File: src/rtl/vwd_pkg.sv
// Shared constants and helper functions of the video window decimation front end.
// Assumes the decimation scale is a power of two set by DCM_W.
package vwd_pkg;
    localparam int DCM_W  = 6;
    localparam int PHASES = 1 << DCM_W;

    // Convert a drop count into the keep count (1..PHASES).
    function automatic logic [DCM_W:0] keep_of(input logic [DCM_W-1:0] drop);
        return (DCM_W+1)'(PHASES) - {1'b0, drop};
    endfunction

    // Pick the prefilter length from the horizontal drop count.
    function automatic logic [2:0] taps_of(input logic [DCM_W-1:0] drop);
        if (int'(drop) >= (3 * PHASES) / 4)      return 3'd5;
        else if (int'(drop) >= PHASES / 2)       return 3'd4;
        else if (int'(drop) >= PHASES / 4)       return 3'd3;
        else                                     return 3'd1;
    endfunction
endpackage

File: src/rtl/vwd_timing.sv
// Sync polarity handling plus pixel and line counters.
// Assumes one pixel per clock; counters saturate at their maximum.
module vwd_timing #(
    parameter int CNT_W = 10
) (
    input  logic             clk,
    input  logic             rst_n,
    input  logic             hsync_in,
    input  logic             vsync_in,
    input  logic             hs_inv,
    input  logic             vs_inv,
    output logic             hs_act,
    output logic             vs_act,
    output logic             line_start,
    output logic [CNT_W-1:0] hcnt,
    output logic [CNT_W-1:0] vline_nxt
);
    localparam logic [CNT_W-1:0] CNT_MAX = '1;

    logic             hs_prev;
    logic [CNT_W-1:0] vcnt;

    assign hs_act     = hsync_in ^ hs_inv;
    assign vs_act     = vsync_in ^ vs_inv;
    assign line_start = hs_act && !hs_prev && !vs_act;
    assign vline_nxt  = (vcnt == CNT_MAX) ? vcnt : vcnt + 1'b1;

    // Remember the previous active horizontal sync level for edge detection.
    always_ff @(posedge clk) begin
        if (!rst_n) hs_prev <= 1'b0;
        else        hs_prev <= hs_act;
    end

    // Pixel index: zero during sync, counts up afterwards.
    always_ff @(posedge clk) begin
        if (!rst_n || hs_act)   hcnt <= '0;
        else if (hcnt != CNT_MAX) hcnt <= hcnt + 1'b1;
    end

    // Line index: zero during vertical sync, steps on each sync rise.
    always_ff @(posedge clk) begin
        if (!rst_n || vs_act) vcnt <= '0;
        else if (line_start)  vcnt <= vline_nxt;
    end
endmodule

File: src/rtl/vwd_phase_acc.sv
// Phase accumulator that decides which of each 64 units to keep.
// Assumes keep is in 1..2**ACC_W; fire is combinational for the current step.
module vwd_phase_acc #(
    parameter int ACC_W = 6
) (
    input  logic           clk,
    input  logic           rst_n,
    input  logic           clr,
    input  logic           step,
    input  logic [ACC_W:0] keep,
    output logic           fire
);
    logic [ACC_W-1:0] acc;
    logic [ACC_W:0]   sum;

    assign sum  = {1'b0, acc} + keep;
    assign fire = sum[ACC_W];

    // Advance the phase; dropping the top bit removes one full period.
    always_ff @(posedge clk) begin
        if (!rst_n || clr) acc <= '0;
        else if (step)     acc <= sum[ACC_W-1:0];
    end
endmodule

File: src/rtl/vwd_box_filter.sv
// Rounded moving average over 1, 3, 4 or 5 window pixels of a line.
// Assumes 'first' marks the first window pixel; it replaces older taps.
module vwd_box_filter #(
    parameter int PIX_W = 8,
    parameter bit EN    = 1'b1
) (
    input  logic             clk,
    input  logic             rst_n,
    input  logic             en,
    input  logic             first,
    input  logic [PIX_W-1:0] pix,
    input  logic [2:0]       taps,
    output logic [PIX_W-1:0] avg
);
    localparam int HIST = 4;
    localparam int SW   = PIX_W + 3;

    generate
        if (EN) begin : g_filt
            logic [PIX_W-1:0] hist [HIST];
            logic [PIX_W-1:0] tap  [HIST];
            logic [SW-1:0]    s3, s4, s5, q;

            // Select history or the replicated current pixel for each tap.
            always_comb begin
                for (int i = 0; i < HIST; i++) tap[i] = first ? pix : hist[i];
            end

            // Partial sums and rounded quotient for the chosen length.
            always_comb begin
                s3 = SW'(pix) + SW'(tap[0]) + SW'(tap[1]);
                s4 = s3 + SW'(tap[2]);
                s5 = s4 + SW'(tap[3]);
                case (taps)
                    3'd5:    q = (s5 + SW'(2)) / SW'(5);
                    3'd4:    q = (s4 + SW'(2)) >> 2;
                    3'd3:    q = (s3 + SW'(1)) / SW'(3);
                    default: q = SW'(pix);
                endcase
                avg = q[PIX_W-1:0];
            end

            // Shift window pixels into the history.
            always_ff @(posedge clk) begin
                if (!rst_n) begin
                    for (int i = 0; i < HIST; i++) hist[i] <= '0;
                end else if (en) begin
                    hist[0] <= pix;
                    for (int i = 1; i < HIST; i++) hist[i] <= tap[i-1];
                end
            end
        end else begin : g_bypass
            assign avg = pix;
        end
    endgenerate
endmodule

File: src/rtl/vid_win_decim.sv
// Top of the video window decimation front end: windowing, shadowed settings,
// 64-phase horizontal and vertical decimation, prefilter and output register.
// Assumes one pixel per clock and h_first <= h_last for a non-empty window.
module vid_win_decim
    import vwd_pkg::*;
#(
    parameter int PIX_W     = 8,
    parameter int CNT_W     = 10,
    parameter bit FILTER_EN = 1'b1
) (
    input  logic             clk,
    input  logic             rst_n,
    input  logic [PIX_W-1:0] pix_in,
    input  logic             hsync_in,
    input  logic             vsync_in,
    input  logic             field_in,
    input  logic             hs_inv,
    input  logic             vs_inv,
    input  logic [CNT_W-1:0] h_first,
    input  logic [CNT_W-1:0] h_last,
    input  logic [CNT_W-1:0] v_first,
    input  logic [CNT_W-1:0] v_last,
    input  logic [DCM_W-1:0] h_drop,
    input  logic [DCM_W-1:0] v_drop,
    input  logic             single_field,
    input  logic             top_sel,
    output logic [PIX_W-1:0] pix_out,
    output logic             pix_vld,
    output logic             pix_second
);
    logic             hs_act, vs_act, line_start;
    logic [CNT_W-1:0] hcnt, vline_nxt;

    logic [CNT_W-1:0] sh_hf, sh_hl, sh_vf, sh_vl;
    logic [DCM_W-1:0] sh_hd, sh_vd;
    logic             sh_single, sh_top, fld_q;

    logic             in_h, in_v_nxt, first_field, line_ok;
    logic             v_fire, h_fire;
    logic [PIX_W-1:0] filt;

    vwd_timing #(.CNT_W(CNT_W)) u_timing (
        .clk(clk), .rst_n(rst_n),
        .hsync_in(hsync_in), .vsync_in(vsync_in),
        .hs_inv(hs_inv), .vs_inv(vs_inv),
        .hs_act(hs_act), .vs_act(vs_act), .line_start(line_start),
        .hcnt(hcnt), .vline_nxt(vline_nxt)
    );

    // Capture settings and the field flag while vertical sync is active.
    always_ff @(posedge clk) begin
        if (!rst_n) begin
            sh_hf <= '0; sh_hl <= '0; sh_vf <= '0; sh_vl <= '0;
            sh_hd <= '0; sh_vd <= '0;
            sh_single <= 1'b0; sh_top <= 1'b0; fld_q <= 1'b0;
        end else if (vs_act) begin
            sh_hf <= h_first; sh_hl <= h_last;
            sh_vf <= v_first; sh_vl <= v_last;
            sh_hd <= h_drop;  sh_vd <= v_drop;
            sh_single <= single_field; sh_top <= top_sel; fld_q <= field_in;
        end
    end

    assign in_h        = !hs_act && !vs_act && (hcnt >= sh_hf) && (hcnt <= sh_hl);
    assign in_v_nxt    = (vline_nxt >= sh_vf) && (vline_nxt <= sh_vl);
    assign first_field = (fld_q == sh_top);

    vwd_phase_acc #(.ACC_W(DCM_W)) u_vacc (
        .clk(clk), .rst_n(rst_n), .clr(vs_act),
        .step(line_start && in_v_nxt), .keep(keep_of(sh_vd)), .fire(v_fire)
    );

    // Decide at each line start whether the coming line is output.
    always_ff @(posedge clk) begin
        if (!rst_n || vs_act) line_ok <= 1'b0;
        else if (line_start)  line_ok <= in_v_nxt && v_fire && (!sh_single || first_field);
    end

    vwd_phase_acc #(.ACC_W(DCM_W)) u_hacc (
        .clk(clk), .rst_n(rst_n), .clr(hs_act || vs_act),
        .step(in_h && line_ok), .keep(keep_of(sh_hd)), .fire(h_fire)
    );

    vwd_box_filter #(.PIX_W(PIX_W), .EN(FILTER_EN)) u_filt (
        .clk(clk), .rst_n(rst_n), .en(in_h), .first(in_h && (hcnt == sh_hf)),
        .pix(pix_in), .taps(taps_of(sh_hd)), .avg(filt)
    );

    // Register the emitted pixel, its strobe and its field marker.
    always_ff @(posedge clk) begin
        if (!rst_n) begin
            pix_vld <= 1'b0; pix_out <= '0; pix_second <= 1'b0;
        end else begin
            pix_vld <= in_h && line_ok && h_fire;
            if (in_h && line_ok && h_fire) begin
                pix_out    <= filt;
                pix_second <= !first_field;
            end
        end
    end
endmodule

File: config.mk
export PLATFORM = sky130hd
export DESIGN_NAME = vid_win_decim
export DESIGN_NICKNAME = d
export VERILOG_FILES = /design/src/rtl/vwd_pkg.sv /design/src/rtl/vwd_timing.sv /design/src/rtl/vwd_phase_acc.sv /design/src/rtl/vwd_box_filter.sv /design/src/rtl/vid_win_decim.sv
export SDC_FILE = /design/constraint.sdc
export NUM_CORES = 1
export LEC_CHECK = 0
export BUFFER_PORTS_ARGS = -buffer_cell sky130_fd_sc_hd__buf_2
export CELL_PAD_IN_SITES_DETAIL_PLACEMENT = 1
export CELL_PAD_IN_SITES_GLOBAL_PLACEMENT = 2
export CORE_MARGIN = 1
export CORE_UTILIZATION = 40
export DETAILED_ROUTE_END_ITERATION = 10
export HOLD_SLACK_MARGIN = 0.05
export PLACE_DENSITY_LB_ADDON = 0.25
export REMOVE_ABC_BUFFERS = 1
export SYNTH_ARGS = -nofsm -noshare
export SYNTH_HDL_FRONTEND = slang
export SYNTH_SLANG_ARGS = --single-unit
File: constraint.sdc
create_clock -name clk -period 27.5 [get_ports clk]
set_input_delay 5.5 -clock clk [delete_from_list [all_inputs] [get_ports clk]]
set_output_delay 5.5 -clock clk [all_outputs]
set_load 0.01 [all_outputs]
==> results.ini <==
[logic_synthesis]
ys_seq_elements=131
synth_top_cell_area_share_pct=18.03
synth.largest_area_cell=dfxtp_1
netlist_top_cells_count=nand2_1 (177), nor2_1 (127), ha_1 (101), dfxtp_1 (99), inv_1 (86)
seq_area_frac_synth_pct=26.77
synthTopCellsByArea=dfxtp_1 (18%), ha_1 (11%), edfxtp_1 (8.7%)
syn_area_sq_um=10990
synth_cell_types=95
yosysWarnings=0
syn_avg_cell_area_sq_um=8.017
async_flop_share_pct=0
ys.flop_type=dfxtp_1
synth_edf_count=32
synth.most_common_cell=nand2_1
synth_cells=1371

[setup_path]
slowest_stage=or4b_1
cp_max_fo=58
crit_start=vs_inv
rr_worst_depth=52
path_class=input pin to flip-flop
r2r_slack_ns=15.49
worstReg2RegEnd=pix_out[0]
max_stage_delay_ns=0.67
r2r-start=u_timing.hcnt[1]
cp-start-kind=input pin
critPathCapture=pix_out[0]
worstPathArrival_ns=16.12
required_ns=27.85
end_kind=flip-flop

[route]
dr.pass1.iters=4
totalWireLength_microns=31490
avgRoutedWirePerCell_microns=17.72
ant_nets=0
drcViolationCount=0
avgViaCountPerCell=5.676
drtIter0Drc=438
vias=10090

[timing]
relSlewSlack_pct=20.43
finalSetupViolCount=0
grt_setup_unrepaired=no
min_period_over_period_pct=57.33
max_freq_ghz=0.06343
min_period_ns=15.77
finalClockSkew_ns=0.02272
finalSetupTns_ns=0
worstMarginPinSlew_ns=1.191
slew_viol_final=0
setup_slack_ns=11.73
finalHoldViolCount=0

[die]
die-area_sq_um=28150
initial_core_util_pct=40.78
die_h_microns=167.8
num_io_pins=79
core_area_sq_um=26950
core.rowCount=60
die_w_microns=167.8

[final_layout]
num-nets-final=1599
area_growth_pct=12.27
drive_gt1_share_pct=11.07
n_fill_cell=3293
insertedDiodeCount=0
fin_util_pct=45.79
stdcell_count=1777

[placement]
place_ws_ns=11.41
port_buffers=78
hpwl_microns=23810
placedCellCount=1745
place_congestion=0.8564

[clock_network]
clockBufferDepth=2
cts.clk_slew.worst_paths_ns=0.06
cts_resized=0
cts_max_level=4
clockRootBuffer=clkbuf_16
clock-sinks=131
postCtsHoldBufs=0
cts_tree=built
cts_setup_buffers=0
cts_buffers=17
clock_latency_ns=0.44

[global_routing]
grt_overflow_total=0
track_usage_pct=22.93
grt_pass1_wl_microns=52440
antenna_found_initial=0
grt_max_degree=72
grt_pass1_vias=10380

[run_status]
outcome=completed

[run]
drv_cap=0

[min_path]
worstHoldPathType=flip-flop to flip-flop

==> flip-flops by register name, summed over array words and instances (netlist names), 8 cells and up <==
signal	cells
pix_out	8
sh_hf	10
sh_hl	10
sh_vf	10
sh_vl	10
u_filt.g_filt.hist	32
u_timing.hcnt	10
u_timing.vcnt	10
==> per-stage QoR <==
stage	hold WS, ns	instance area (sq um)
after floorplan	0.4409	10760
after global placement	0.4526	11700
after detailed placement	0.4599	11700
after CTS	0.4652	12340
after global routing	0.4888	12340
final	0.4612	12340
==> cells by family (layout without fill, tap and decap cells) <==
family	after synthesis	in the layout	synth area share, %
compound gates	400	400	26.08
simple gates	496	496	21.28
flops	131	131	26.77
buf+inv	146	211	5.122
fa+ha+maj	108	108	12.68
xor+xnor	77	77	6.477
mux	13	13	1.594
==> worst min path at each step <==
stage | startpoint | end | slack, ns | depth (start not counted)
finish | sh_hl[9] | sh_hl[9] | 0.46 | 2
global placement | sh_hf[2] | sh_hf[2] | 0.45 | 2
CTS | sh_hl[9] | sh_hl[9] | 0.47 | 2
global route | sh_vf[5] | sh_vf[5] | 0.49 | 2
floorplan | sh_hd[2] | sh_hd[2] | 0.44 | 2
detailed placement | sh_hf[6] | sh_hf[6] | 0.46 | 2
==> layer usage <==
layer | GRT usage, % | up-vias | share of wire, %
met5 | 0 | - | 0
met4 | 8.297 | 0 | 2.6
met3 | 2.492 | 42 | 1.6
met2 | 40.36 | 133 | 48
met1 | 28.87 | 4902 | 47
li1 | - | 5010 | -
==> critical path: cells and delay by family <==
family                   cells  cell delay (ns)
adder cells (fa/ha/maj)      5             1.87
buffers and inverters        5             1.40
AND/OR/NAND/NOR             10             1.66
multiplexers                 1             0.33
XOR/XNOR                     5             1.01
AO/OA/AOI/OAI               18             4.29
==> layout by cell type, fill, tap and decap left out, types with 4 or more instances in the layout <==
master,netlist,final
nand2_1,177,177
nor2_1,127,127
ha_1,101,101
dfxtp_1,99,99
inv_1,86,86
a21oi_1,81,81
buf_2,6,78
a21o_1,58,58
a21boi_0,58,58
xnor2_1,44,43
nor2b_1,38,38
o21ai_0,38,38
edfxtp_1,32,32
xor2_1,31,30
nor3_1,29,29
nand3_1,27,27
nand4_1,21,21
clkbuf_16,0,19
o21a_1,18,18
a31oi_1,18,18
nand2b_1,16,16
o211ai_1,15,15
and3_1,13,13
buf_4,0,13
a211oi_1,12,12
o2111ai_1,10,10
o21ai_1,8,8
and2_1,8,8
nor4_1,7,7
mux2i_1,7,7
or3_1,6,6
a221oi_1,6,6
fa_1,6,6
o31a_1,5,5
a211o_1,5,5
a311oi_1,5,5
nor3b_1,5,5
and4_1,4,4
a41oi_1,4,4
o31ai_1,4,4
==> area by class of cell <==
cell class / count / area (sq um) / share of cell area [%]
multi-input cells: 1094 / 7512 / 60.87
flip-flops and latches: 131 / 2943 / 23.85
clock buffers: 22 / 496.7 / 4.025
repair buffers: 91 / 488.0 / 3.954
well taps: 341 / 426.7 / 3.457
inverters: 88 / 330.3 / 2.677
clock inverters: 10 / 143.9 / 1.166
Power is not shown: default switching activity piles up to over one toggle a cycle in this logic, so the estimate is an artifact.
